`config.mk`:
```
export PLATFORM = sky130hd
export DESIGN_NAME = wdt_dual_stage
export DESIGN_NICKNAME = d
export VERILOG_FILES = /design/src/rtl/wdt2_pkg.sv /design/src/rtl/wdt_regs.sv /design/src/rtl/wdt_core.sv /design/src/rtl/wdt_dual_stage.sv
export SDC_FILE = /design/constraint.sdc
export NUM_CORES = 1
export LEC_CHECK = 0
export ABC_AREA = 0
export BUFFER_PORTS_ARGS = -buffer_cell sky130_fd_sc_hd__buf_2
export CAP_MARGIN = 15
export CORE_UTILIZATION = 23
export CTS_CLUSTER_SIZE = 16
export DETAILED_ROUTE_END_ITERATION = 10
export GPL_ROUTABILITY_DRIVEN = 0
export PLACE_DENSITY = 0.42
export SLEW_MARGIN = 10
export SYNTH_ARGS = -nofsm -noshare
export SYNTH_HDL_FRONTEND = slang
export SYNTH_SLANG_ARGS = --single-unit
export TNS_END_PERCENT = 1
```
`constraint.sdc`:
```
create_clock -name clk_i -period 2.45 [get_ports clk_i]
set_input_delay 0 -clock clk_i [delete_from_list [all_inputs] [get_ports clk_i]]
set_output_delay 0 -clock clk_i [all_outputs]
set_load 0.005 [all_outputs]
```
`src/rtl/wdt2_pkg.sv`:
```
package wdt2_pkg;

    localparam int DATA_W = 16;
    localparam int ADDR_W = 3;

    // Register addresses
    localparam logic [ADDR_W-1:0] A_CTRL = 3'd0;
    localparam logic [ADDR_W-1:0] A_TMO  = 3'd1;
    localparam logic [ADDR_W-1:0] A_KICK = 3'd2;
    localparam logic [ADDR_W-1:0] A_STAT = 3'd3;
    localparam logic [ADDR_W-1:0] A_CNT  = 3'd4;

    typedef struct packed {
        logic noreboot;   // bit 2
        logic route;      // bit 1
        logic halt;       // bit 0
    } ctrl_t;

    typedef struct packed {
        logic boot;       // bit 2
        logic second;     // bit 1
        logic first;      // bit 0
    } evt_t;

endpackage

```
`src/rtl/wdt_regs.sv`:
```
module wdt_regs
    import wdt2_pkg::*;
#(
    parameter int TICK_W    = 10,
    parameter int RST_TICKS = 4,
    parameter int MIN_TICKS = 4,
    parameter int MAX_TICKS = 1022,
    parameter bit NR_LOCKED = 1'b0
) (
    input  logic              clk_i,
    input  logic              rst_ni,
    input  logic [ADDR_W-1:0] addr_i,
    input  logic              wr_en_i,
    input  logic [DATA_W-1:0] wr_data_i,
    output logic [DATA_W-1:0] rd_data_o,
    input  evt_t              evt_i,
    input  logic [TICK_W-1:0] cnt_i,
    output ctrl_t             ctrl_o,
    output logic [TICK_W-1:0] tmo_ticks_o,
    output logic              kick_o,
    output evt_t              sts_o
);

    localparam logic [TICK_W-1:0] MIN_L = TICK_W'(MIN_TICKS);
    localparam logic [TICK_W-1:0] MAX_L = TICK_W'(MAX_TICKS);
    localparam logic [DATA_W-1:0] TMO_RST = DATA_W'(RST_TICKS);

    typedef struct packed {
        ctrl_t             ctrl;
        logic [DATA_W-1:0] tmo;
        evt_t              sts;
    } regs_t;

    regs_t d, q;
    logic  nr_wr;
    logic  range_err;

    // The no-reboot bit is either freely writable or stuck at one
    generate
        if (NR_LOCKED) begin : g_nr_locked
            assign nr_wr = 1'b1;
        end else begin : g_nr_free
            assign nr_wr = wr_data_i[2];
        end
    endgenerate

    assign range_err = (q.tmo[TICK_W-1:0] < MIN_L) || (q.tmo[TICK_W-1:0] > MAX_L);

    always_comb begin
        d = q;
        if (wr_en_i && addr_i == A_CTRL) begin
            d.ctrl.halt     = wr_data_i[0];
            d.ctrl.route    = wr_data_i[1];
            d.ctrl.noreboot = nr_wr;
        end
        if (wr_en_i && addr_i == A_TMO) begin
            d.tmo = wr_data_i;
        end
        // Write-one-to-clear; a new event in the same cycle wins
        if (wr_en_i && addr_i == A_STAT) begin
            d.sts = q.sts & ~evt_t'(wr_data_i[2:0]);
        end
        d.sts = d.sts | evt_i;
    end

    always_ff @(posedge clk_i) begin
        if (!rst_ni) begin
            q.ctrl <= '{noreboot: 1'b1, route: 1'b0, halt: 1'b1};
            q.tmo  <= TMO_RST;
            q.sts  <= '0;
        end else begin
            q <= d;
        end
    end

    always_comb begin
        unique case (addr_i)
            A_CTRL:  rd_data_o = DATA_W'(q.ctrl);
            A_TMO:   rd_data_o = q.tmo;
            A_STAT:  rd_data_o = DATA_W'({range_err, q.sts});
            A_CNT:   rd_data_o = DATA_W'(cnt_i);
            default: rd_data_o = '0;
        endcase
    end

    assign kick_o      = wr_en_i && (addr_i == A_KICK);
    assign ctrl_o      = q.ctrl;
    assign tmo_ticks_o = q.tmo[TICK_W-1:0];
    assign sts_o       = q.sts;

endmodule

```
`src/rtl/wdt_core.sv`:
```
module wdt_core
    import wdt2_pkg::*;
#(
    parameter int TICK_W    = 10,
    parameter int RST_TICKS = 4
) (
    input  logic              clk_i,
    input  logic              rst_ni,
    input  logic              tick_en_i,
    input  logic              halt_i,
    input  logic              noreboot_i,
    input  logic              kick_i,
    input  logic [TICK_W-1:0] tmo_ticks_i,
    output logic [TICK_W-1:0] cnt_o,
    output evt_t              evt_o,
    output logic              rst_req_o
);

    localparam logic [TICK_W-1:0] ONE = TICK_W'(1);

    typedef struct packed {
        logic [TICK_W-1:0] cnt;
        logic              stage;    // 0: first countdown, 1: second countdown
        logic              rst_req;
    } core_t;

    core_t d, q;
    evt_t  evt;

    always_comb begin
        d         = q;
        d.rst_req = 1'b0;
        evt       = '0;
        if (kick_i) begin
            d.cnt   = tmo_ticks_i;
            d.stage = 1'b0;
        end else if (!halt_i && tick_en_i) begin
            if (q.cnt <= ONE) begin
                // Count reaches zero on this tick
                d.cnt = tmo_ticks_i;
                if (!q.stage) begin
                    evt.first = 1'b1;
                    d.stage   = 1'b1;
                end else begin
                    evt.second = 1'b1;
                    d.stage    = 1'b0;
                    if (noreboot_i) begin
                        evt.boot = 1'b1;
                    end else begin
                        d.rst_req = 1'b1;
                    end
                end
            end else begin
                d.cnt = q.cnt - ONE;
            end
        end
    end

    always_ff @(posedge clk_i) begin
        if (!rst_ni) begin
            q.cnt     <= TICK_W'(RST_TICKS);
            q.stage   <= 1'b0;
            q.rst_req <= 1'b0;
        end else begin
            q <= d;
        end
    end

    assign cnt_o     = q.cnt;
    assign evt_o     = evt;
    assign rst_req_o = q.rst_req;

endmodule

```
`src/rtl/wdt_dual_stage.sv`:
```
module wdt_dual_stage
    import wdt2_pkg::*;
#(
    parameter int TICK_W    = 10,
    parameter int RST_TICKS = 4,
    parameter int MIN_TICKS = 4,
    parameter int MAX_TICKS = 1022,
    parameter bit NR_LOCKED = 1'b0
) (
    input  logic        clk_i,
    input  logic        rst_ni,
    input  logic [2:0]  addr_i,
    input  logic        wr_en_i,
    input  logic [15:0] wr_data_i,
    output logic [15:0] rd_data_o,
    input  logic        tick_en_i,
    output logic        irq_o,
    output logic        rst_req_o
);

    logic              kick;
    ctrl_t             ctrl;
    logic [TICK_W-1:0] cnt;
    logic [TICK_W-1:0] tmo_ticks;
    evt_t              evt;
    evt_t              sts;

    wdt_regs #(
        .TICK_W   (TICK_W),
        .RST_TICKS(RST_TICKS),
        .MIN_TICKS(MIN_TICKS),
        .MAX_TICKS(MAX_TICKS),
        .NR_LOCKED(NR_LOCKED)
    ) u_regs (
        .clk_i      (clk_i),
        .rst_ni     (rst_ni),
        .addr_i     (addr_i),
        .wr_en_i    (wr_en_i),
        .wr_data_i  (wr_data_i),
        .rd_data_o  (rd_data_o),
        .evt_i      (evt),
        .cnt_i      (cnt),
        .ctrl_o     (ctrl),
        .tmo_ticks_o(tmo_ticks),
        .kick_o     (kick),
        .sts_o      (sts)
    );

    wdt_core #(
        .TICK_W   (TICK_W),
        .RST_TICKS(RST_TICKS)
    ) u_core (
        .clk_i      (clk_i),
        .rst_ni     (rst_ni),
        .tick_en_i  (tick_en_i),
        .halt_i     (ctrl.halt),
        .noreboot_i (ctrl.noreboot),
        .kick_i     (kick),
        .tmo_ticks_i(tmo_ticks),
        .cnt_o      (cnt),
        .evt_o      (evt),
        .rst_req_o  (rst_req_o)
    );

    assign irq_o = sts.first | (ctrl.route & sts.second);

endmodule

```
==> out/metrics.yaml, run 1 <==
wl_per_cell_um: 15.2
syn-instance-count: 256
num_antenna_cells: 0
grt_start_max_net_pins: 29
max-slew-margin-rel_pct: 39.5
num_rows: 33
end_kind: "flip-flop"
grt_pass1_vias: 1997
vias_per_cell: 4.96
synthFlopType: "dfxtp_1"
fin_crit_ns: 2.05
drt_iter0_drc: 88
avgSynthCellArea_um2: 7.54
p_leak_nw: 0.945
synth_top_family_by_area: "simple AND/OR/NAND/NOR gates"
cap_violations: 0
pre_cts_ws_ns: 0.402
synth.distinct_cells: 51
dp_hpwl_mm: 4.31
syn2layout_area_growth_pct: 31.0
clockRootBuffer: "clkbuf_8"
grt_use_total_pct: 15.2
fin_ws_ns: 0.398
crit_fanout: 11
grt.overflow.total: 0
dieArea_um2: 8760
whs_ns: 0.128
yosysWarnings: 0
fin_crit_sh_pct: 83.8
muxShareOfSynthArea_pct: 3.63
startpoint_type: "flip-flop"
htreeDepth: 2
core_area_um2: 8180
synth_adder_area_share_pct: 1.30
grt_setup_unrepaired: "false"
synth-compound-area-share_pct: 23.3
synth-xor-area-share_pct: 1.36
first_pass_iters: 5
drc: 0
die_h_um: 93.6
drive_gt1_share_pct: 19.0
finalSetupViolations: 0
ctsResizeCount: 0
fmax_mhz: 487
synth_area_um2: 1930
synthSimpleGateAreaFrac_pct: 29.8
synthArstFlopShare_pct: 0
synth.yosys.seq_area_share_pct: 35.3
cts_buffers: 5
initial_core_util_pct: 23.6
cp.arrival_ns: 2.22
hold_viol_final: 0
ant_nets: 0
hold_path.class: "in -> reg"
cts_num_sinks: 34
ir_worst_vdd_v: 0.000266
port-buffer-count: 40
nFillCells: 922
worst_pin_slew_ns: 0.895
placed_cells: 390
synth_seq_cells: 34
synth_edf_count: 0
tritoncts: "done"
synth_nets: 281
clock_path_buffers: 2
antenna_found_initial: 0
stdcell_count: 415
path_class: "reg -> reg"
vias: 2059
status: "completed"
clk_latency_ns: 0.28
cp.required_ns: 2.62
finalSetupTns_ns: 0
die_w_um: 93.6
drv_slew: 0
nets: 335
cts_setup_buffers: 0
ios: 41
clk_pin_slew_ns: 0.07
skew_ns: 0.00179
routed_wl_mm: 6.31
grt_pass1_wl_mm: 10.2
powerDensity_nw_per_um2: 497
## critical path, cell delays in order (launching register included)
cell and delay (ns):
dfxtp_1 0.37, or4_4 0.64, or3_1 0.57, o21ai_1 0.26
a211oi_1 0.10
## routing by layer
| layer | vias up | track usage (%) | share of wire, % |
|---|---|---|---|
| li1 | 1030 | - | - |
| met5 | - | 0 | 0 |
| met3 | 5 | 2.44 | 3.9 |
| met1 | 978 | 20.5 | 49 |
| met2 | 46 | 24.6 | 47 |
| met4 | 0 | 5.13 | 0.90 |
## final timing paths
path / start / to / slack [ns] / cells after the start
min: wr_en_i / u_regs.sts_o[2]$_SDFF_PN0_ / 0.13 / 4
max: u_core.cnt_o[2]$_SDFFE_PN1P_ / u_core.cnt_o[7]$_SDFFE_PN0P_ / 0.40 / 4
min reg2reg: u_regs.q[13]$_SDFFE_PN0P_ / u_regs.q[13]$_SDFFE_PN0P_ / 0.45 / 2
max reg2reg: u_core.cnt_o[2]$_SDFFE_PN1P_ / u_core.cnt_o[7]$_SDFFE_PN0P_ / 0.40 / 4
## cell usage after synthesis, types with 7 or more instances
| master | number | share of area [%] |
|---|---|---|
| nand2_1 | 50 | 9.7 |
| dfxtp_1 | 34 | 35 |
| a21oi_1 | 23 | 6.0 |
| nor2_1 | 16 | 3.1 |
| clkbuf_1 | 15 | 2.9 |
| o21ai_0 | 12 | 3.1 |
| nand3_1 | 10 | 2.6 |
| a22oi_1 | 9 | 3.5 |
| mux2i_1 | 7 | 3.6 |
## power by group
part / switching (W) / internal [W]
combinational: 0.0000772 / 0.0000647
clock: 0.000214 / 0.000326
sequential: 0.0000145 / 0.000562
total: 0.000306 / 0.000953
## cells in the final DEF, fill, tap and decap left out, types with 4 or more instances in the layout
| cell type | count |
|---|---|
| mux2i_1 | 7 |
| a21oi_1 | 23 |
| buf_2 | 40 |
| nor2_1 | 16 |
| nor3_1 | 6 |
| dfxtp_1 | 34 |
| or3_1 | 4 |
| and2_1 | 6 |
| dlygate4sd3_1 | 18 |
| clkbuf_8 | 6 |
| a22oi_1 | 9 |
| o21ai_0 | 12 |
| nand2_1 | 50 |
| inv_1 | 6 |
| buf_4 | 7 |
| a31oi_1 | 6 |
| nand3_1 | 10 |
## state kept, by name (all words and copies together), names as in the netlist
signal / count
u_regs.q: 6
u_core.cnt_o: 10
u_regs.ctrl_o: 3
u_core.q: 1
u_regs.sts_o: 3
u_regs.tmo_ticks_o: 10
u_core.rst_req_o: 1
## final cells by class
class                           instances  area (µm²)  area share, %
Tap cell                              105         131           5.19
Multi-Input combinational cell        197        1150           45.3
Clock buffer                            6        82.6           3.26
Timing Repair Buffer                   65         433           17.1
Inverter                                7        26.3           1.04
Clock inverter                          1        30.0           1.19
Sequential cell                        34         681           26.9
## stage by stage
stage	total power (W)	cell area [µm²]	utilization [%]
after floorplan	0.000656	1930	-
after global placement	0.000712	2240	27.4
after detailed placement	0.000711	2240	27.4
after CTS	0.00128	2530	30.9
after global routing	0.00132	2530	30.9
final	0.00126	2530	30.9
## repair_timing
| action | CTS | global route |
|---|---|---|
| endpoints found under the setup margin | 0 | 0 |
| endpoints found under the hold margin | 19 | 0 |
| hold buffers | 18 | 0 |
## logic make-up (layout without fill, tap and decap cells)
group           after synthesis  count (layout)
fa+ha+maj                     2               2
buf+inv                      25              79
flops                        34              34
xor+xnor                      3               3
compound gates               70              70
mux                           7               7
simple gates                115             115
Note: power is estimated with default switching activity, not from simulation.
==> run 2, diff against run 1 <==
Clock period 2.45 ns to 1.9 ns, I/O delays scaled along.
==> run 2 against run 1 <==
  * Design area is 6.1% higher
  * Cell count is 5.3% higher
  * Critical path depth is 1 higher
  * Clock skew is 0.0081 ns higher
  * Non-clock buffer count is 21 higher
  * Clock power is 4.3% higher
  * Global-route usage is 0.61 points higher
  * Combinational power is 47% higher
  * Largest power group unchanged
==> out/metrics.yaml, run 2 (synthesis results as in run 1) <==
grt_pass1_wl_mm: 10.7  # was 10.2 mm
fin_crit_sh_pct: 96.7  # was 83.8%
dieArea_um2: 8760  # unchanged
reg2reg_depth: 5  # was 4
grt_pass1_vias: 2105  # was 1,997
crit_top_cell: "a211oi_1"
worst_pin_slew_ns: 0.560  # was 0.895 ns
ios: 41  # unchanged
finalSetupTns_ns: 0  # unchanged
grt_start_max_net_pins: 28  # was 29
layout_common_cells: "nand2_1, buf_2, dfxtp_1"  # unchanged
cts_num_sinks: 34  # unchanged
cp.arrival_ns: 2.01  # was 2.22 ns
num_antenna_cells: 0  # unchanged
clk_pin_slew_ns: 0.07  # about the same
crit_start: "u_core.cnt_o[2]$_SDFFE_PN1P_"  # unchanged
ir_worst_vdd_v: 0.000246  # was 0.000266 V
r2r-start: "u_core.cnt_o[2]$_SDFFE_PN1P_"  # unchanged
clock_path_buffers: 2  # unchanged
final_common_cell: "nand2_1"  # unchanged
wl_per_cell_um: 14.6  # was 15.2 µm
slowest_stage: "or4_4"  # unchanged
core_area_um2: 8180  # unchanged
first_pass_iters: 4  # was 5
cp.depth: 5  # was 4
end_kind: "flip-flop"  # unchanged
cp_slowest_stage_delay_ns: 0.59  # was 0.64 ns
r2r-end: "u_core.cnt_o[7]$_SDFFE_PN0P_"  # unchanged
die_h_um: 93.6  # unchanged
cts_setup_buffers: 0  # unchanged
grt_use_total_pct: 15.8  # was 15.2%
powerDensity_nw_per_um2: 563  # was 497 nW/µm²
drt_iter0_drc: 123  # was 88
fin_crit_ns: 1.84  # was 2.05 ns
grt.overflow.total: 0  # unchanged
fin_ws_ns: 0.0628  # was 0.398 ns
hold_viol_final: 0  # unchanged
vias_per_cell: 4.86  # was 4.96
startpoint_type: "flip-flop"  # unchanged
drv_slew: 0  # unchanged
clockRootBuffer: "clkbuf_8"  # unchanged
num_rows: 33  # unchanged
crit_fanout: 8  # was 11
ant_nets: 0  # unchanged
vias: 2123  # was 2,059
routed_wl_mm: 6.38  # was 6.31 mm
clk_latency_ns: 0.29  # was 0.28 ns
nets: 356  # was 335
tritoncts: "done"  # unchanged
htreeDepth: 2  # unchanged
finalSetupViolations: 0  # unchanged
worstSetupEndpoint: "u_core.cnt_o[7]$_SDFFE_PN0P_"  # unchanged
path_class: "reg -> reg"  # unchanged
cts_buffers: 5  # unchanged
grt_setup_unrepaired: "false"  # unchanged
dp_hpwl_mm: 4.65  # was 4.31 mm
drc: 0  # unchanged
p_leak_nw: 1.05  # was 0.945 nW
antenna_found_initial: 0  # unchanged
cap_violations: 0  # unchanged
pre_cts_ws_ns: -0.00700  # was 0.402 ns
worstHoldPathCells: 2  # was 4
status: "completed"  # unchanged
max-slew-margin-rel_pct: 62.1  # was 39.5%
drive_gt1_share_pct: 25.6  # was 19.0%
cp.required_ns: 2.08  # was 2.62 ns
die_w_um: 93.6  # unchanged
hold_path.class: "in -> reg"  # unchanged
skew_ns: 0.00985  # was 0.00179 ns
r2r_slack_ns: 0.06  # was 0.40 ns
syn2layout_area_growth_pct: 39.0  # was 31.0%
initial_core_util_pct: 23.6  # unchanged
worstPathCellList: "or4_4 -> buf_4 -> o41a_2 -> a211oi_1 -> a211oi_1"  # was or4_4 -> or3_1 -> o21ai_1 -> a211oi_1
port-buffer-count: 40  # unchanged
critical_path.top_delay_family: "compound AO/OA/AOI/OAI gates"  # was simple AND/OR/NAND/NOR gates
crit_buf_inv: 1  # was 0
fmax_mhz: 544  # was 487 MHz
## run 2: changes by cell type in the layout (fill, tap and decap cells not counted), sizes merged
cell         delta
bufinv          -1
clkbuf          +1
buf            +22
dlygate4sd3     -1
clkinv          +1
## run 2: area by class of cell
type	instances	area, µm²
clock buffers	7	86.3
fillers	925	5490
flip-flops and latches	34	681
multi-input cells	197	1170
well taps	105	131
inverters	7	26.3
clock inverters	1	5.00
repair buffers	86	588
## run 2: stage by stage
step / cell area (µm²) / power (W) / util (%) / cells / hold WS (ns)
floorplan: 1940 / 0.000846 / - / 256 / 0.124
global placement: 2410 / 0.000937 / 29.4 / 412 / 0.241
detailed placement: 2410 / 0.000936 / 29.4 / 412 / 0.247
CTS: 2670 / 0.00152 / 32.7 / 437 / 0.00293
global route: 2680 / 0.00157 / 32.8 / 437 / 0.0250
finish: 2680 / 0.00151 / 32.8 / 437 / 0.0107
## run 2: routing by layer
| metal | share of wire [%] | vias to the layer above | global-route usage [%] |
|---|---|---|---|
| met3 | 4.8 | 5 | 2.03 |
| met4 | 1.1 | 0 | 4.49 |
| met2 | 46 | 55 | 25.9 |
| met5 | 0 | - | 0 |
| met1 | 48 | 1000 | 21.7 |
| li1 | - | 1063 | - |
## run 2: worst min path at each step
stage / slack [ns] / end / start
3_3_place_gp: 0.24 / u_regs.q[13]$_SDFFE_PN0P_ / wr_data_i[10]
2_1_floorplan: 0.12 / u_regs.tmo_ticks_o[2]$_SDFFE_PN1P_ / wr_data_i[2]
3_5_place_dp: 0.25 / u_regs.tmo_ticks_o[8]$_SDFFE_PN0P_ / wr_data_i[8]
4_1_cts: 0.003 / u_regs.ctrl_o[0]$_SDFFE_PN1P_ / rst_ni
5_1_grt: 0.02 / u_regs.ctrl_o[0]$_SDFFE_PN1P_ / rst_ni
6_report: 0.01 / u_regs.ctrl_o[0]$_SDFFE_PN1P_ / rst_ni
## run 2: repair_timing
item | CTS | global route
gates resized for setup | 1 | 4
hold buffers | 17 | 0
pin swaps | 0 | 1
endpoints found under the hold margin | 19 | 0
endpoints found under the setup margin | 4 | 6
## run 2: report_power, final
part           switching (W)  total [W]  internal, W
logic               0.000111   0.000209    0.0000986
clock network       0.000270   0.000563     0.000293
registers          0.0000136   0.000739     0.000725
==> run 3, diff against run 2 <==
Clock period 1.9 ns to 2.25 ns, I/O delays scaled along.
==> run 3 against run 2 <==
  * Sequential power shrank 15%
  * Cell count down 3.9%
  * Flip-flop and latch count unchanged
  * Via count fell by 4.8%
  * Non-clock buffer count shrank 17
  * Global-route usage is 0.31 points lower
  * Core utilization down 1.8 points
  * Worst hold slack improved by 0.13 ns
  * Highest routed layer unchanged
  * First-iteration DRC count down 28%
  * Clock power is 14% lower
  * Power decreased by 16%
  * Critical path type unchanged
==> out/metrics.yaml, run 3 (synthesis results as in run 1) <==
syn2layout_area_growth_pct: 31.6  # was 39.0%
p_int_w: 0.000931  # was 0.00112 W
grt.overflow.total: 0  # unchanged
cp.arrival_ns: 2.22  # was 2.01 ns
crit_fanout: 11  # was 8
grt_pass1_vias: 2092  # was 2,105
port-buffer-count: 40  # unchanged
grt_pass1_wl_mm: 10.4  # was 10.7 mm
crit_buf_inv: 0  # was 1
reg2reg_depth: 4  # was 5
grt_start_max_net_pins: 29  # was 28
tritoncts: "done"  # unchanged
finalSetupTns_ns: 0  # unchanged
pre_cts_ws_ns: 0.215  # was -0.00700 ns
cap_violations: 0  # unchanged
clockRootBuffer: "clkbuf_8"  # unchanged
fin_ws_ns: 0.188  # was 0.0628 ns
powerDensity_nw_per_um2: 500  # was 563 nW/µm²
hold_path.class: "in -> reg"  # unchanged
clk_pin_slew_ns: 0.07  # about the same
seq_power_share_pct: 49.3  # was 48.9%
fin_crit_sh_pct: 91.6  # was 96.7%
status: "completed"  # unchanged
skew_ns: 0.00159  # was 0.00985 ns
path_class: "reg -> reg"  # unchanged
antenna_found_initial: 0  # unchanged
vias: 2022  # was 2,123
worstPathCellList: "or4_4 -> or3_1 -> o21ai_1 -> a221oi_2"  # was or4_4 -> buf_4 -> o41a_2 -> a211oi_1 -> a211oi_1
htreeDepth: 2  # unchanged
cp.depth: 4  # was 5
drive_gt1_share_pct: 20.6  # was 25.6%
final_common_cell: "nand2_1"  # unchanged
cts_setup_buffers: 0  # unchanged
startpoint_type: "flip-flop"  # unchanged
p_sw_w: 0.000339  # was 0.000394 W
max-slew-margin-rel_pct: 57.8  # was 62.1%
num_antenna_cells: 0  # unchanged
drt_iter0_drc: 88  # was 123
dieArea_um2: 8760  # unchanged
crit_start: "u_core.cnt_o[2]$_SDFFE_PN1P_"  # unchanged
p_sw_share_pct: 26.7  # was 26.1%
die_w_um: 93.6  # unchanged
worstHoldPathCells: 4  # was 2
slowest_stage: "or4_4"  # unchanged
min_from: "wr_en_i"  # was rst_ni
combinationalPowerShare_pct: 12.5  # was 13.8%
end_kind: "flip-flop"  # unchanged
die_h_um: 93.6  # unchanged
clock_path_buffers: 2  # unchanged
p_leak_nw: 0.960  # was 1.05 nW
wl_per_cell_um: 14.9  # was 14.6 µm
ant_nets: 0  # unchanged
core_area_um2: 8180  # unchanged
clk_latency_ns: 0.29  # about the same
num_rows: 33  # unchanged
hold_viol_final: 0  # unchanged
cts_buffers: 5  # unchanged
vias_per_cell: 4.81  # was 4.86
fin_crit_ns: 2.06  # was 1.84 ns
ir_worst_vdd_v: 0.000269  # was 0.000246 V
drv_slew: 0  # unchanged
first_pass_iters: 4  # unchanged
cts_num_sinks: 34  # unchanged
p_total_w: 0.00127  # was 0.00151 W
critical_path.top_delay_family: "simple AND/OR/NAND/NOR gates"  # was compound AO/OA/AOI/OAI gates
dp_hpwl_mm: 4.38  # was 4.65 mm
drc: 0  # unchanged
initial_core_util_pct: 23.6  # unchanged
nets: 339  # was 356
worst_pin_slew_ns: 0.632  # was 0.560 ns
fmax_mhz: 485  # was 544 MHz
layout_common_cells: "nand2_1, buf_2, dfxtp_1"  # unchanged
power.share.clock_pct: 38.2  # was 37.3%
dpl-instance-area_um2: 2270  # was 2410 µm²
grt_setup_unrepaired: "false"  # unchanged
finalSetupViolations: 0  # unchanged
cp_slowest_stage_delay_ns: 0.64  # was 0.59 ns
cp.required_ns: 2.40  # was 2.08 ns
ios: 41  # unchanged
fin_area_um2: 2540  # was 2680 µm²
grt_use_total_pct: 15.5  # was 15.8%
r2r-start: "u_core.cnt_o[2]$_SDFFE_PN1P_"  # unchanged
routed_wl_mm: 6.26  # was 6.38 mm
-- run 3: path summary, 6_finish.rpt --
kind | to | slack [ns]
worst max-delay path | u_core.cnt_o[8]$_SDFFE_PN0P_ | 0.19
worst min register to register | u_regs.q[14]$_SDFFE_PN0P_ | 0.45
worst min-delay path | u_regs.sts_o[2]$_SDFF_PN0_ | 0.14
worst max register to register | u_core.cnt_o[8]$_SDFFE_PN0P_ | 0.19
-- run 3: worst reg2reg max path, cell delays in order, from the launching register on --
cell	delay, ns
dfxtp_1	0.38
or4_4	0.64
or3_1	0.57
o21ai_1	0.26
a221oi_2	0.08
-- run 3: power groups by stage --
stage | combinational [W] | sequential, W | clock [W]
5_1_grt | 0.000176 | 0.000628 | 0.000526
4_1_cts | 0.000162 | 0.000626 | 0.000506
2_1_floorplan | 0.0000789 | 0.000635 | 0
3_3_place_gp | 0.000139 | 0.000640 | 0
6_report | 0.000159 | 0.000626 | 0.000485
3_5_place_dp | 0.000139 | 0.000640 | 0
-- run 3: repair_timing --
item	in CTS	in global routing
endpoints found under the hold margin	19	0
hold buffers	17	0
resized for setup	0	0
-- run 3: cell type report --
cell class / count / area [µm²]
fill: 919 / 5640
multi-input combinational: 197 / 1150
sequential: 34 / 681
timing repair buffer: 69 / 460
tap: 105 / 131
clock buffer: 6 / 82.6
inverter: 7 / 26.3
clock inverter: 2 / 12.5
-- run 3: stage by stage --
step	hold slack, ns	util [%]	instances
final	0.139	31.1	420
after floorplan	0.124	-	256
after global placement	0.240	27.8	395
after CTS	0.124	31.1	420
after global routing	0.173	31.1	420
after detailed placement	0.246	27.8	395
-- run 3: routing by layer --
metal  vias to the layer above  track usage (%)  share of wire (%)
met2                        38             26.0                 47
met4                         0             5.26                1.3
met5                         -                0                  0
met3                         7             2.85                3.3
met1                       945             19.9                 49
li1                       1032                -                  -
